$ cat src/rtl/sinc_pkg.sv
// Package: shared helpers for the two-stage sinc decimator.
// Assumes rate codes are small unsigned exponents of two.
package sinc_pkg;

    // Base-rate selection: 0 picks the faster base, 1 the slower one.
    typedef enum logic {
        BASE_FAST = 1'b0,
        BASE_SLOW = 1'b1
    } base_e;

    // Clamp a rate code to the largest supported exponent.
    function automatic int unsigned clamp_code(input int unsigned code, input int unsigned max_code);
        return (code > max_code) ? max_code : code;
    endfunction

endpackage

$ cat src/rtl/sinc_integ.sv
// Module: N cascaded wrapping integrators at the input rate.
// Assumes W covers input width plus N*log2(ratio) so the stage output is exact.
module sinc_integ #(
    parameter int N = 5,
    parameter int W = 22
) (
    input  logic                clk,
    input  logic                rst_n,
    input  logic                clr,
    input  logic                en,
    input  logic signed [W-1:0] din,
    output logic signed [W-1:0] dout
);
    logic signed [W-1:0] acc [N];

    // Accumulate each section on enabled cycles; clear on reset or reconfiguration.
    always_ff @(posedge clk) begin
        if (!rst_n || clr) begin
            for (int i = 0; i < N; i++) acc[i] <= '0;
        end else if (en) begin
            acc[0] <= acc[0] + din;
            for (int i = 1; i < N; i++) acc[i] <= acc[i] + acc[i-1];
        end
    end

    assign dout = acc[N-1];
endmodule

$ cat src/rtl/sinc_comb.sv
// Module: N cascaded unit-delay comb sections at the decimated rate.
// Assumes en pulses once per decimated sample; wraps in two's complement.
module sinc_comb #(
    parameter int N = 5,
    parameter int W = 22
) (
    input  logic                clk,
    input  logic                rst_n,
    input  logic                clr,
    input  logic                en,
    input  logic signed [W-1:0] din,
    output logic signed [W-1:0] dout
);
    logic signed [W-1:0] dly [N];
    logic signed [W-1:0] y   [N];

    // Pipelined differences: each section subtracts its previous input.
    always_ff @(posedge clk) begin
        if (!rst_n || clr) begin
            for (int i = 0; i < N; i++) begin
                dly[i] <= '0;
                y[i]   <= '0;
            end
        end else if (en) begin
            y[0]   <= din - dly[0];
            dly[0] <= din;
            for (int i = 1; i < N; i++) begin
                y[i]   <= y[i-1] - dly[i];
                dly[i] <= y[i-1];
            end
        end
    end

    assign dout = y[N-1];
endmodule

$ cat src/rtl/sinc_stage.sv
// Module: one sinc decimation stage (integrators, ratio counter, combs).
// Assumes ratio_m1 is held stable except across a clr pulse.
module sinc_stage #(
    parameter int N  = 5,
    parameter int W  = 22,
    parameter int CW = 4
) (
    input  logic                 clk,
    input  logic                 rst_n,
    input  logic                 clr,
    input  logic                 in_vld,
    input  logic signed [W-1:0]  din,
    input  logic        [CW-1:0] ratio_m1,
    output logic signed [W-1:0]  dout,
    output logic                 out_vld
);
    logic signed [W-1:0] int_out;
    logic        [CW-1:0] cnt;
    logic                 fire;

    sinc_integ #(.N(N), .W(W)) u_integ (
        .clk(clk), .rst_n(rst_n), .clr(clr), .en(in_vld), .din(din), .dout(int_out)
    );

    // Count accepted samples and flag every ratio-th one for the comb side.
    always_ff @(posedge clk) begin
        if (!rst_n || clr) begin
            cnt  <= '0;
            fire <= 1'b0;
        end else begin
            fire <= 1'b0;
            if (in_vld) begin
                if (cnt == ratio_m1) begin
                    cnt  <= '0;
                    fire <= 1'b1;
                end else begin
                    cnt <= cnt + 1'b1;
                end
            end
        end
    end

    sinc_comb #(.N(N), .W(W)) u_comb (
        .clk(clk), .rst_n(rst_n), .clr(clr), .en(fire), .din(int_out), .dout(dout)
    );

    // Mark the cycle in which the comb result is fresh.
    always_ff @(posedge clk) begin
        if (!rst_n || clr) out_vld <= 1'b0;
        else               out_vld <= fire;
    end
endmodule

$ cat src/rtl/sinc_rate_ctrl.sv
// Module: rate configuration, reconfiguration clear and output withholding.
// Assumes rate inputs are synchronous to clk.
module sinc_rate_ctrl #(
    parameter int CODE_W   = 3,
    parameter int DMAX_LOG = 6,
    parameter int SUP_N    = 3
) (
    input  logic                clk,
    input  logic                rst_n,
    input  logic [CODE_W-1:0]   rate_code,
    input  logic                base_sel,
    input  logic                evt,
    output logic                clr,
    output logic [DMAX_LOG-1:0] d_m1,
    output logic                bypass,
    output logic                pass
);
    import sinc_pkg::*;
    localparam int SUP_W = $clog2(SUP_N + 1);

    logic [CODE_W-1:0] cur_code;
    base_e             cur_base;
    logic [SUP_W-1:0]  sup;
    logic [CODE_W-1:0] eff;
    logic [DMAX_LOG:0] d_full;

    assign clr = ({rate_code, base_sel} != {cur_code, cur_base});

    // Latch the configuration and rearm the withholding count on any change.
    always_ff @(posedge clk) begin
        if (!rst_n) begin
            cur_code <= '0;
            cur_base <= BASE_FAST;
            sup      <= SUP_W'(SUP_N);
        end else if (clr) begin
            cur_code <= rate_code;
            cur_base <= base_e'(base_sel);
            sup      <= SUP_W'(SUP_N);
        end else if (evt && sup != '0) begin
            sup <= sup - 1'b1;
        end
    end

    // Derive the second-stage ratio from the clamped exponent.
    always_comb begin
        eff    = CODE_W'(clamp_code(int'(cur_code), DMAX_LOG));
        d_full = (DMAX_LOG+1)'(1) << eff;
        d_m1   = DMAX_LOG'(d_full - 1'b1);
        bypass = (eff == '0);
    end

    assign pass = evt && (sup == '0) && !clr;
endmodule

$ cat src/rtl/sinc_decim.sv
// Module: two-stage sinc decimator top (order-5 by 16, then order-3 by D).
// Assumes a one-bit modulator stream; output is the top OUT_W bits of the
// full-precision second-stage accumulator.
module sinc_decim #(
    parameter  int R1_LOG   = 4,
    parameter  int N1       = 5,
    parameter  int N2       = 3,
    parameter  int DMAX_LOG = 6,
    parameter  int OUT_W    = 24,
    parameter  int SUP_N    = 3,
    localparam int CODE_W   = $clog2(DMAX_LOG + 1)
) (
    input  logic                    clk,
    input  logic                    rst_n,
    input  logic                    in_vld,
    input  logic                    bit_in,
    input  logic [CODE_W-1:0]       rate_code,
    input  logic                    base_sel,
    output logic                    out_vld,
    output logic signed [OUT_W-1:0] out_data
);
    localparam int IN_W = 2;
    localparam int W1   = IN_W + N1 * R1_LOG;
    localparam int W2   = W1 + N2 * DMAX_LOG;

    logic                    clr, bypass, pass, evt;
    logic [DMAX_LOG-1:0]     d_m1;
    logic signed [IN_W-1:0]  x;
    logic signed [W1-1:0]    x_ext, s1_out;
    logic signed [W2-1:0]    s1_ext, s2_out, full;
    logic                    s1_vld, s2_vld;

    assign x      = bit_in ? IN_W'(1) : '1;
    assign x_ext  = {{(W1-IN_W){x[IN_W-1]}}, x};
    assign s1_ext = {{(W2-W1){s1_out[W1-1]}}, s1_out};

    sinc_rate_ctrl #(.CODE_W(CODE_W), .DMAX_LOG(DMAX_LOG), .SUP_N(SUP_N)) u_rate (
        .clk(clk), .rst_n(rst_n), .rate_code(rate_code), .base_sel(base_sel),
        .evt(evt), .clr(clr), .d_m1(d_m1), .bypass(bypass), .pass(pass)
    );

    sinc_stage #(.N(N1), .W(W1), .CW(R1_LOG)) u_stage1 (
        .clk(clk), .rst_n(rst_n), .clr(clr), .in_vld(in_vld), .din(x_ext),
        .ratio_m1(R1_LOG'((1 << R1_LOG) - 1)), .dout(s1_out), .out_vld(s1_vld)
    );

    sinc_stage #(.N(N2), .W(W2), .CW(DMAX_LOG)) u_stage2 (
        .clk(clk), .rst_n(rst_n), .clr(clr), .in_vld(s1_vld && !bypass), .din(s1_ext),
        .ratio_m1(d_m1), .dout(s2_out), .out_vld(s2_vld)
    );

    assign evt  = bypass ? s1_vld : s2_vld;
    assign full = bypass ? s1_ext : s2_out;

    // Register the truncated word when a result is allowed through.
    always_ff @(posedge clk) begin
        if (!rst_n) begin
            out_vld  <= 1'b0;
            out_data <= '0;
        end else begin
            out_vld <= pass;
            if (pass) out_data <= full[W2-1 -: OUT_W];
        end
    end
endmodule

$ cat config.mk
export PLATFORM = sky130hd
export DESIGN_NAME = sinc_decim
export DESIGN_NICKNAME = d
export VERILOG_FILES = /design/src/rtl/sinc_pkg.sv /design/src/rtl/sinc_integ.sv /design/src/rtl/sinc_comb.sv /design/src/rtl/sinc_stage.sv /design/src/rtl/sinc_rate_ctrl.sv /design/src/rtl/sinc_decim.sv
export SDC_FILE = /design/constraint.sdc
export NUM_CORES = 2
export LEC_CHECK = 0
export ABC_AREA = 1
export BUFFER_PORTS_ARGS = -buffer_cell sky130_fd_sc_hd__buf_2
export CAP_MARGIN = 40
export CELL_PAD_IN_SITES_DETAIL_PLACEMENT = 1
export CELL_PAD_IN_SITES_GLOBAL_PLACEMENT = 2
export CORE_AREA = 2 2 283 495
export DETAILED_ROUTE_END_ITERATION = 10
export DIE_AREA = 0 0 285 497
export GPL_ROUTABILITY_DRIVEN = 1
export PLACE_DENSITY = 0.86
export SLEW_MARGIN = 20
export SYNTH_ARGS = -nofsm -noshare
export SYNTH_HDL_FRONTEND = slang
export SYNTH_SLANG_ARGS = --single-unit
$ cat constraint.sdc
create_clock -name clk -period 9.5 [get_ports clk]
set_clock_uncertainty 0.1 [all_clocks]
set_input_delay 0.475 -clock clk [delete_from_list [all_inputs] [get_ports clk]]
set_output_delay 0.475 -clock clk [all_outputs]
set_load 0.02 [all_outputs]
==> flow_summary.ini <==
[outcome]
status = finished clean

[floorplanning]
row_count = 180
die_area_um2 = 142000
die_w_um = 285
ios = 33
core-area_um2 = 137000
die_h_um = 497
start_util_pct = 38.9

[placement]
dp_hpwl_um = 150000
portBuffers = 32
gp_congestion = 0.919

[timing]
setup_tns_ns = 0
hold_slack_ns = 0.189
relSlewSlack_pct = 36.1
tightest_slew_ns = 0.959
fmax_mhz = 285
finalSetupViolCount = 0
hold_viol = 0
rsz0062_at_grt = no
period_minus_slack_ns = 3.51
fin_crit_sh_pct = 36.9
maxSlewViolCount = 0

[critical_path]
r2r_setup_slack_ns = 6.01
crit_start = base_sel
worstPathArrival_ns = 3.94
worstPathRequired_ns = 9.93
ff2ff_path_depth = 9
path_class = in2reg
r2r_end = u_stage1.u_comb.y[0][39]$_SDFFCE_PN0P_
worst_setup_path_end_kind = flop
crit_fanout = 69
r2r_start = u_rate.cur_code[2]$_SDFFE_PN0P_
startpoint_type = input port

[pwr]
p_sw_share_pct = 31.2
ir_drop_uv = 134
p_per_area_nw_per_um2 = 144
clock_power_share_pct = 39.5
intPower_w = 0.00578
p_comb_share_pct = 18.1
p_leak_nw = 28.0
switching_power_w = 0.00262
seq_power_share_pct = 42.4

[global_routing]
grt_max_degree = 155
grt-ovfl-total = 0
grt_first_pass_wirelength_um = 288000
first_global_vias = 52800
antenna_found_initial = 2
track_usage_pct = 26.1

[route]
viasPerCell = 5.27
drtAntennaViolNets = 0
top_layer = met4
wirelength_um = 186000
dr_wl_met3_um = 3320
drcViolationCount = 0
drt-met1-wl_um = 62900
firstDrtPassIters = 7
met2_length_um = 105000
post_drt_wl_per_cell_um = 20.1
drt_iter0_drc = 1746
vias = 48700

[yosys]
synth_seq_area_share_pct = 39.6
ys_seq_elements = 719
yosys_warnings = 0
synth_ff_type = edfxtp_1
syn-num-nets = 7756
async_flop_share_pct = 0
synth_top_area_share_pct = 37.9
synth_edf_count = 674
syn_avg_cell_area_um2 = 7.33
yosysTopAreaCell = edfxtp_1
syn_area_um2 = 53400
synth_cell_type_count = 43
syn_inst = 7288
yosys-top-cells-area = edfxtp_1, nand2_1, ha_1

[clock_tree]
cts_buffers = 80
clkSinkCount = 719
root_buffer = clkbuf_16
clk_latency_ns = 0.70
cts.htree.levels = 3
path_clk_slew_ns = 0.06
cts_tree = done
clock_path_buffers = 3

[layout]
drive_gt1_share_pct = 2.81
num-fill-cells = 17400
multi_input_area_um2 = 27500
final_cell_mix = nand2_1, nor2_1, inv_1
nNetsFinal = 7818
final_common_cell = nand2_1
area_growth_pct = 9.59
seq_area_um2 = 21100

[hold_path]
min_path_cells = 5
hold_path_startpoint = bit_in
min-delay-path-class = in2reg
whs_endpoint = u_stage1.u_integ.acc[0][21]$_SDFFCE_PN0P_

[flow_run]
max_cap_viol_count = 0
-- power groups by stage --
stage | Clock (W) | Sequential (W) | Combinational [W]
finish | 0.00332 | 0.00356 | 0.00153
global route | 0.00349 | 0.00357 | 0.00172
CTS | 0.00339 | 0.00356 | 0.00153
detailed placement | 0 | 0.00363 | 0.00151
global placement | 0 | 0.00363 | 0.00148
floorplan | 0 | 0.00360 | 0.00106
-- cells in the mapped netlist, types with 2 or more instances --
master and n:
inv_2 5, a211oi_1 3, edfxtp_1 674, or2_1 2, inv_1 1165, buf_6 2, o21ai_1 30, ha_1 445
nor2_4 4, a31o_2 2, nor3b_1 10, dfxtp_1 45, fa_1 15, xor2_1 51, or2_2 5, a21oi_1 750
nand2_1 1690, o21bai_1 34, buf_2 43, and3_1 3, a31oi_1 34, and2_1 11, nor2_1 1181, nand3_1 360
xnor2_1 11, nor3_1 78, nand3b_1 5, o21a_1 45, buf_4 16, clkbuf_1 22, nor4_1 8, a21o_1 52
nand4_1 56, o21ai_0 395, a21boi_0 21, o211ai_1 8
-- state kept, by name (all words and copies together) (netlist names), 2 cells and up --
| register | flops |
|---|---|
| u_rate.cur_code | 3 |
| u_stage1.u_comb.dly | 110 |
| u_stage1.u_comb.y | 110 |
| u_stage2.u_comb.dly | 120 |
| u_stage1.cnt | 4 |
| u_stage1.u_integ.acc | 110 |
| u_stage2.cnt | 6 |
| u_rate.sup | 2 |
| out_data | 24 |
| u_stage2.u_comb.y | 104 |
| u_stage2.u_integ.acc | 120 |
-- cell families (layout without fill, tap and decap cells) --
family          after synthesis  count (layout)  share of synthesized area [%]
other cells                   0               1                              0
compound gates             1378            1378                           13.8
buf+inv                    1253            1380                           9.04
flops                       719             719                           39.6
xor+xnor                     62              62                           1.02
fa+ha+maj                   460             460                           11.0
simple gates               3416            3416                           25.6
-- worst max-delay path: stages --
cell	delay, ns
dlygate4sd3_1	0.53
buf_2	0.15
or2_1	0.22
a21oi_2	0.18
nand3_2	0.36
nor2_4	0.79
buf_4	0.77
o21ai_0	0.23
a21oi_1	0.17
-- routing by layer --
metal	up-vias	track usage, %
met2	675	52.8
met5	-	0
met1	23400	23.6
li1	24100	-
met3	486	2.22
met4	0	18.7
-- area by class of cell --
class / count / share of cell area (%)
diodes: 1 / 0.00427
clock buffers: 100 / 3.72
clock inverters: 47 / 0.835
inverters: 1170 / 7.51
multi-input cells: 5316 / 47.0
flip-flops and latches: 719 / 36.1
well taps: 1820 / 3.89
repair buffers: 63 / 0.983
-- timing repair --
action / in CTS / in global routing
hold buffers: 5 / 0
resized for setup: 0 / 0
buffers inserted: 0 / 0
endpoints found under the hold margin: 7 / 0
-- through the flow --
step / cell area (um^2) / setup slack [ns] / cells / util (%) / power (W)
2_1_floorplan: 53400 / 2.75 / 7288 / - / 0.00466
3_3_place_gp: 55600 / 5.56 / 9073 / 40.5 / 0.00511
3_5_place_dp: 55800 / 5.72 / 9082 / 40.6 / 0.00514
4_1_cts: 58500 / 5.96 / 9234 / 42.6 / 0.00848
5_1_grt: 58600 / 5.75 / 9236 / 42.6 / 0.00877
6_report: 58600 / 5.99 / 9236 / 42.6 / 0.00841
-- how the worst max path moves through the flow --
stage                                                endpoint  slack (ns)  cells past startpoint
CTS                  u_stage1.u_comb.dly[0][62]$_SDFFCE_PN0P_        5.96                      9
global placement     u_stage1.u_comb.dly[0][36]$_SDFFCE_PN0P_        5.56                      6
floorplan             u_stage2.u_comb.dly[0][0]$_SDFFCE_PN0P_        2.75                      6
finish              u_stage2.u_integ.acc[0][23]$_SDFFCE_PN0P_        5.99                      9
global route        u_stage2.u_integ.acc[0][15]$_SDFFCE_PN0P_        5.75                      7
detailed placement  u_stage1.u_integ.acc[0][65]$_SDFFCE_PN0P_        5.72                      6
Power figures use the tool's default switching activity.
